[src/rtl/intp_pkg.sv]
package intp_pkg;

    // Response phase, registered one cycle after the strobe that caused it
    typedef enum logic [2:0] {
        PH_IDLE      = 3'd0,
        PH_ACK_VEC   = 3'd1,
        PH_ACK_SPUR  = 3'd2,
        PH_ACK_NONE  = 3'd3,
        PH_EOI_BCAST = 3'd4,
        PH_EOI_QUIET = 3'd5
    } phase_e;

endpackage

[src/rtl/intp_bitvec.sv]
// One bit per vector with an indexed set and an indexed clear; set wins on a collision.
module intp_bitvec #(
    parameter int N  = 256,
    parameter int IW = $clog2(N)
) (
    input  logic          clk,
    input  logic          rst_n,
    input  logic          set_en,
    input  logic [IW-1:0] set_idx,
    input  logic          clr_en,
    input  logic [IW-1:0] clr_idx,
    output logic [N-1:0]  q
);

    generate
        for (genvar i = 0; i < N; i++) begin : g_bit
            always_ff @(posedge clk) begin
                if (!rst_n)
                    q[i] <= 1'b0;
                else if (set_en && (set_idx == IW'(i)))
                    q[i] <= 1'b1;
                else if (clr_en && (clr_idx == IW'(i)))
                    q[i] <= 1'b0;
            end
        end
    endgenerate

endmodule

[src/rtl/intp_top_find.sv]
// Highest-set-bit search, split into priority classes of G bits.
module intp_top_find #(
    parameter int N = 256,
    parameter int G = 16
) (
    input  logic [N-1:0]         bits,
    output logic                 any,
    output logic [$clog2(N)-1:0] idx
);

    localparam int NG = N / G;
    localparam int GW = $clog2(G);
    localparam int CW = $clog2(NG);

    logic [NG-1:0]    g_any;
    logic [NG*GW-1:0] loc_flat;
    logic [CW-1:0]    grp;

    generate
        for (genvar g = 0; g < NG; g++) begin : g_cls
            logic [GW-1:0] loc;
            assign g_any[g] = |bits[g*G +: G];
            always_comb begin
                loc = '0;
                for (int b = 0; b < G; b++)
                    if (bits[g*G + b]) loc = GW'(b);
            end
            assign loc_flat[g*GW +: GW] = loc;
        end
    endgenerate

    always_comb begin
        grp = '0;
        for (int k = 0; k < NG; k++)
            if (g_any[k]) grp = CW'(k);
    end

    assign any = |g_any;
    assign idx = {grp, loc_flat[grp*GW +: GW]};

endmodule

[src/rtl/intp_ppr.sv]
// Processor priority merge and deliverability decision.
module intp_ppr #(
    parameter int VW = 8,
    parameter int CB = 4
) (
    input  logic [VW-1:0] tpr,
    input  logic          isr_any,
    input  logic [VW-1:0] isr_top,
    input  logic          irr_any,
    input  logic [VW-1:0] irr_top,
    output logic          deliverable
);

    logic [CB-1:0] isr_cls;
    logic [CB-1:0] tpr_cls;
    logic [VW-1:0] ppr;

    always_comb begin
        isr_cls = isr_any ? isr_top[VW-1 -: CB] : '0;
        tpr_cls = tpr[VW-1 -: CB];
        if (tpr_cls >= isr_cls)
            ppr = tpr;
        else
            ppr = {isr_cls, {(VW-CB){1'b0}}};
        deliverable = irr_any &&
                      ((ppr == '0) || (irr_top[VW-1 -: CB] > ppr[VW-1 -: CB]));
    end

endmodule

[src/rtl/vec_prio_ctrl.sv]
module vec_prio_ctrl
    import intp_pkg::*;
#(
    parameter int NVEC       = 256,
    parameter int CLASS_SIZE = 16
) (
    input  logic       clk,
    input  logic       rst_n,
    input  logic       req_valid,
    input  logic [7:0] req_vec,
    input  logic       req_level,
    input  logic       ack_req,
    input  logic       eoi_req,
    input  logic       tpr_we,
    input  logic [7:0] tpr_wdata,
    input  logic       tpr_nib_we,
    input  logic [3:0] tpr_nib,
    input  logic       sv_we,
    input  logic [7:0] sv_wvec,
    input  logic       sv_wen,
    input  logic       sv_wsupp,
    output logic       irq_out,
    output logic       ack_rsp,
    output logic       ack_hit,
    output logic       ack_spur,
    output logic [7:0] ack_vec,
    output logic       bcast_valid,
    output logic [7:0] bcast_vec
);

    localparam int VW = $clog2(NVEC);
    localparam int GW = $clog2(CLASS_SIZE);
    localparam int CB = VW - GW;

    phase_e        state_q, state_n;
    logic [VW-1:0] rsp_vec_q, rsp_vec_n;

    logic [NVEC-1:0] irr_q, isr_q, tmr_q;
    logic            irr_any, isr_any;
    logic [VW-1:0]   irr_top, isr_top;
    logic            deliverable;

    logic [VW-1:0] tpr_q;
    logic [VW-1:0] sv_vec_q;
    logic          sv_en;
    logic          sv_supp;

    logic ack_take;
    logic ack_spur_take;
    logic eoi_take;

    // ---- request, in-service and trigger-mode arrays ----
    intp_bitvec #(.N(NVEC), .IW(VW)) u_irr (
        .clk(clk), .rst_n(rst_n),
        .set_en(req_valid), .set_idx(req_vec),
        .clr_en(ack_take),  .clr_idx(irr_top),
        .q(irr_q)
    );

    intp_bitvec #(.N(NVEC), .IW(VW)) u_isr (
        .clk(clk), .rst_n(rst_n),
        .set_en(ack_take), .set_idx(irr_top),
        .clr_en(eoi_take), .clr_idx(isr_top),
        .q(isr_q)
    );

    intp_bitvec #(.N(NVEC), .IW(VW)) u_tmr (
        .clk(clk), .rst_n(rst_n),
        .set_en(req_valid && req_level),  .set_idx(req_vec),
        .clr_en(req_valid && !req_level), .clr_idx(req_vec),
        .q(tmr_q)
    );

    intp_top_find #(.N(NVEC), .G(CLASS_SIZE)) u_irr_find (
        .bits(irr_q), .any(irr_any), .idx(irr_top)
    );

    intp_top_find #(.N(NVEC), .G(CLASS_SIZE)) u_isr_find (
        .bits(isr_q), .any(isr_any), .idx(isr_top)
    );

    intp_ppr #(.VW(VW), .CB(CB)) u_ppr (
        .tpr(tpr_q), .isr_any(isr_any), .isr_top(isr_top),
        .irr_any(irr_any), .irr_top(irr_top),
        .deliverable(deliverable)
    );

    // ---- programmable registers ----
    always_ff @(posedge clk) begin
        if (!rst_n) begin
            tpr_q <= '0;
        end else if (tpr_we) begin
            tpr_q <= tpr_wdata;
        end else if (tpr_nib_we) begin
            tpr_q <= {tpr_nib, {GW{1'b0}}};
        end
    end

    always_ff @(posedge clk) begin
        if (!rst_n) begin
            sv_vec_q <= '1;
            sv_en    <= 1'b0;
            sv_supp  <= 1'b0;
        end else if (sv_we) begin
            sv_vec_q <= sv_wvec;
            sv_en    <= sv_wen;
            sv_supp  <= sv_wsupp;
        end
    end

    // ---- strobe decode ----
    assign ack_take      = ack_req && sv_en && deliverable;
    assign ack_spur_take = ack_req && sv_en && irr_any && !deliverable;
    assign eoi_take      = eoi_req && !ack_req && isr_any;
    assign irq_out       = sv_en && deliverable;

    // ---- next phase ----
    always_comb begin
        state_n   = PH_IDLE;
        rsp_vec_n = '0;
        if (ack_req) begin
            if (ack_take) begin
                state_n   = PH_ACK_VEC;
                rsp_vec_n = irr_top;
            end else if (ack_spur_take) begin
                state_n   = PH_ACK_SPUR;
                rsp_vec_n = sv_vec_q;
            end else begin
                state_n   = PH_ACK_NONE;
            end
        end else if (eoi_req) begin
            if (eoi_take && tmr_q[isr_top] && !sv_supp) begin
                state_n   = PH_EOI_BCAST;
                rsp_vec_n = isr_top;
            end else begin
                state_n   = PH_EOI_QUIET;
            end
        end
    end

    // ---- phase register ----
    always_ff @(posedge clk) begin
        if (!rst_n) begin
            state_q   <= PH_IDLE;
            rsp_vec_q <= '0;
        end else begin
            state_q   <= state_n;
            rsp_vec_q <= rsp_vec_n;
        end
    end

    // ---- outputs decoded from phase ----
    always_comb begin
        ack_rsp     = 1'b0;
        ack_hit     = 1'b0;
        ack_spur    = 1'b0;
        ack_vec     = '0;
        bcast_valid = 1'b0;
        bcast_vec   = '0;
        unique case (state_q)
            PH_IDLE: ;
            PH_ACK_VEC: begin
                ack_rsp = 1'b1;
                ack_hit = 1'b1;
                ack_vec = rsp_vec_q;
            end
            PH_ACK_SPUR: begin
                ack_rsp  = 1'b1;
                ack_hit  = 1'b1;
                ack_spur = 1'b1;
                ack_vec  = rsp_vec_q;
            end
            PH_ACK_NONE: ack_rsp = 1'b1;
            PH_EOI_BCAST: begin
                bcast_valid = 1'b1;
                bcast_vec   = rsp_vec_q;
            end
            PH_EOI_QUIET: ;
            default: ;
        endcase
    end

endmodule

[config.mk]
export PLATFORM = sky130hd
export DESIGN_NAME = vec_prio_ctrl
export DESIGN_NICKNAME = d
export VERILOG_FILES = /design/src/rtl/intp_pkg.sv /design/src/rtl/intp_bitvec.sv /design/src/rtl/intp_top_find.sv /design/src/rtl/intp_ppr.sv /design/src/rtl/vec_prio_ctrl.sv
export SDC_FILE = /design/constraint.sdc
export NUM_CORES = 2
export LEC_CHECK = 0
export ABC_AREA = 1
export BUFFER_PORTS_ARGS = -buffer_cell sky130_fd_sc_hd__clkbuf_2
export CAP_MARGIN = 20
export CELL_PAD_IN_SITES_DETAIL_PLACEMENT = 0
export CELL_PAD_IN_SITES_GLOBAL_PLACEMENT = 1
export CORE_UTILIZATION = 51
export CTS_BUF_LIST = sky130_fd_sc_hd__clkbuf_4 sky130_fd_sc_hd__clkbuf_8
export DETAILED_ROUTE_END_ITERATION = 8
export PLACE_DENSITY_LB_ADDON = 0.1
export SETUP_SLACK_MARGIN = 0.4
export SKIP_CTS_REPAIR_TIMING = 1
export SLEW_MARGIN = 20
export SYNTH_ARGS = -nofsm -noshare
export SYNTH_HDL_FRONTEND = slang
export SYNTH_HIERARCHICAL = 1
export SYNTH_SLANG_ARGS = --single-unit
[constraint.sdc]
create_clock -name clk -period 8.35 [get_ports clk]
set_input_delay 1.67 -clock clk [delete_from_list [all_inputs] [get_ports clk]]
set_output_delay 1.67 -clock clk [all_outputs]
set_load 0.05 [all_outputs]
==> impl_metrics.ini <==
[run_status]
status = complete, no violations

[power_and_ir_drop]
powerDensity_nw_per_um2 = 206
netSwitchingFraction_pct = 32.0
power_frac_comb_pct = 16.3
p_sw_uw = 3000
pwr-share-clk_pct = 43.0
internal_power_uw = 6380
power.leakage_uw = 0.0164
ir_drop_mv = 0.165
pwr-share-seq_pct = 40.8

[setup_path]
cpMostUsedCell = nand2_1
end_kind = output pin
cp_slowest_cell = clkbuf_2
critPathLaunch = u_isr/q[52]
arrival_ns = 5.97
worstReg2RegEnd = rsp_vec_q[7]
r2r_setup_slack_ns = 1.33
crit_path_end = irq_out
critPathMaxFanout = 10
reg2reg_depth = 36
critical_path_class = reg -> out
cp.required_ns = 6.68
cpPeakStageDelay_ns = 0.37
cp-start-kind = register
r2r-start = u_isr/q[52]

[logic_synthesis]
synthCells = 6493
synth_area_leaders = dfxtp_1, nand2_1, a21oi_1
synth_warnings = 6
synth_edf_count = 0
synth_fp_nets = 6540
avgSynthCellArea_um2 = 6.39
async_flop_share_pct = 0
synth_ff_type = dfxtp_1
ys_ff_latch = 797
synth_seq_area_share_pct = 38.5
ys_types = 39
syn_area_um2 = 41500
synth_area_leader_cell = dfxtp_1
synth.top_cell.area_share_pct = 38.5

[sta]
final_hold_viol_count = 0
period_share_pct = 91.5
clock.fmax_mhz = 131
setup_viol = 0
drv_slew = 0
rsz0062_at_grt = no
period_needed_ns = 7.64
finalHoldWorstSlack_ns = 0.460
fin_setup_tns_ns = 0
finalClockSkew_ns = 0.0374
slew_headroom_pct = 18.1
setup_slack_ns = 0.713
worst_pin_slew_ns = 1.23

[placed_design]
place_ws_ns = 1.83
gp_congestion = 1.01
place_inst = 7374
port_buffers = 59
place_area_um2 = 42400
place_hpwl_um = 105000

[global_route]
grt_pass1_vias = 41100
grt_max_degree = 170
grt_pass1_wl_um = 251000
grt_usage_pct = 39.7
grt_overflow_total = 0
antenna_found_initial = 9

[detailed_routing]
viasPerCell = 6.04
first_pass_iters = 9
initialDrtViolationCount = 6292
drc = 0
routed_wl_um = 169000
vias = 46200
avgRoutedWirePerCell_um = 22.1
ant_nets = 0

[finish]
area_growth_pct = 10.1
postLayoutCellArea_um2 = 45700
drive_gt1_share_pct = 8.97
nNetsFinal = 6510
fin_cells = 7641

[die]
die_h_um = 287
rows = 104
fp.dieW_um = 287
core_um2 = 80500
die-area_um2 = 82500
start_util_pct = 51.5
io_pins = 60

[clocking]
clock-root-buffer = clkbuf_8
clk_path_buf_depth = 3
cts_made_buffers = 145
clk_pin_slew_ns = 0.06
cts_tree = yes
clock_sinks = 797
clk_latency_ns = 0.84
htree_num_levels = 4

[min_path]
hp-class = reg -> reg

[run]
cap_violations = 0
[Yosys cell counts, types with 20 or more instances]
master and number:
inv_2 24, buf_2 98, nand2_1 1880, buf_6 28
nor4_1 60, nand4_1 26, nor2_1 596, buf_4 29
a21oi_1 857, or2_1 20, dfxtp_1 797, o21bai_1 32
o21ai_0 454, inv_1 337, nand3_1 792, nor3_1 145
clkbuf_1 196
[critical path, delay by kind of cell (launching register included)]
family / cells / cell delay [ns]
and+or+nand+nor: 25 / 3.07
adders and majority gates: 2 / 0.55
AOI/OAI and AO/OA: 3 / 0.44
DFF: 1 / 0.32
buffers and inverters: 5 / 0.74
[through the flow]
stage	total power [µW]	utilization, %
5_1_grt	9650	56.7
2_1_floorplan	4840	-
6_report	9380	56.7
4_1_cts	9360	56.6
3_3_place_gp	5360	52.6
3_5_place_dp	5360	52.7
[flip-flops by register name, indices dropped and copies added, names as in the netlist, 3 cells and up]
signal     count
state_q        3
sv_vec_q       8
u_irr/q      256
tpr_q          8
u_isr/q      256
u_tmr/q      256
rsp_vec_q      8
[layout by cell type, fill, tap and decap left out, types with 5 or more instances in the layout]
cell	Yosys	layout
a21boi_0	16	16
a21oi_1	857	857
a31oi_1	8	8
buf_4	29	115
clkbuf_2	0	59
clkbuf_4	0	44
clkbuf_8	0	189
clkinv_2	0	13
clkinvlp_4	0	7
dfxtp_1	797	797
diode_2	0	5
ha_1	8	8
inv_1	337	333
inv_2	24	24
inv_6	0	5
nand2_1	1880	1878
nand2_2	6	6
nand3_1	792	792
nand3_2	17	17
nand3b_1	6	6
nand4_1	26	26
nor2_1	596	530
nor2_2	19	74
nor2_4	6	17
nor3_1	145	145
nor4_1	60	60
o21ai_0	454	454
o21bai_1	32	32
or2_1	20	20
[area by class of cell]
type	count	area, µm²
fill	8146	34900
sequential	797	16000
timing repair buffer	178	1220
clock buffer	233	2930
antenna	5	12.5
tap	1060	1330
multi-input combinational	4976	22600
inverter	365	1400
clock inverter	27	221
[worst min path at each step]
stage | startpoint | to | depth (start not counted)
after floorplan | sv_vec_q[0] | sv_vec_q[0] | 2
after global placement | u_tmr/q[137] | u_tmr/q[137] | 2
after detailed placement | u_isr/q[45] | u_isr/q[45] | 2
after CTS | u_isr/q[45] | u_isr/q[45] | 2
after global routing | u_isr/q[45] | u_isr/q[45] | 2
final | u_tmr/q[203] | u_tmr/q[203] | 2
[power by group through the flow]
stage               Clock, µW  Sequential, µW  Combinational, µW
floorplan                   0            3900                933
global placement            0            3910               1450
detailed placement          0            3910               1450
CTS                      4070            3830               1460
global route             4240            3830               1580
finish                   4030            3830               1530
[routing by layer]
metal	wire length, µm	global-route usage [%]
met2	71500	58.5
met4	7290	17.9
met3	20300	8.24
met5	13	0
met1	70000	55.5
[cell families (layout without fill, tap and decap cells)]
| kind of cell | Yosys count | after routing | share of synthesized area [%] |
|---|---|---|---|
| and+or+nand+nor | 3584 | 3584 | 36.6 |
| buffers and inverters | 720 | 803 | 7.58 |
| other | 0 | 5 | 0 |
| AOI/OAI and AO/OA | 1384 | 1384 | 17.1 |
| DFF | 797 | 797 | 38.5 |
| adders and majority gates | 8 | 8 | 0.241 |
No activity file was read; power rests on OpenSTA's default activity.
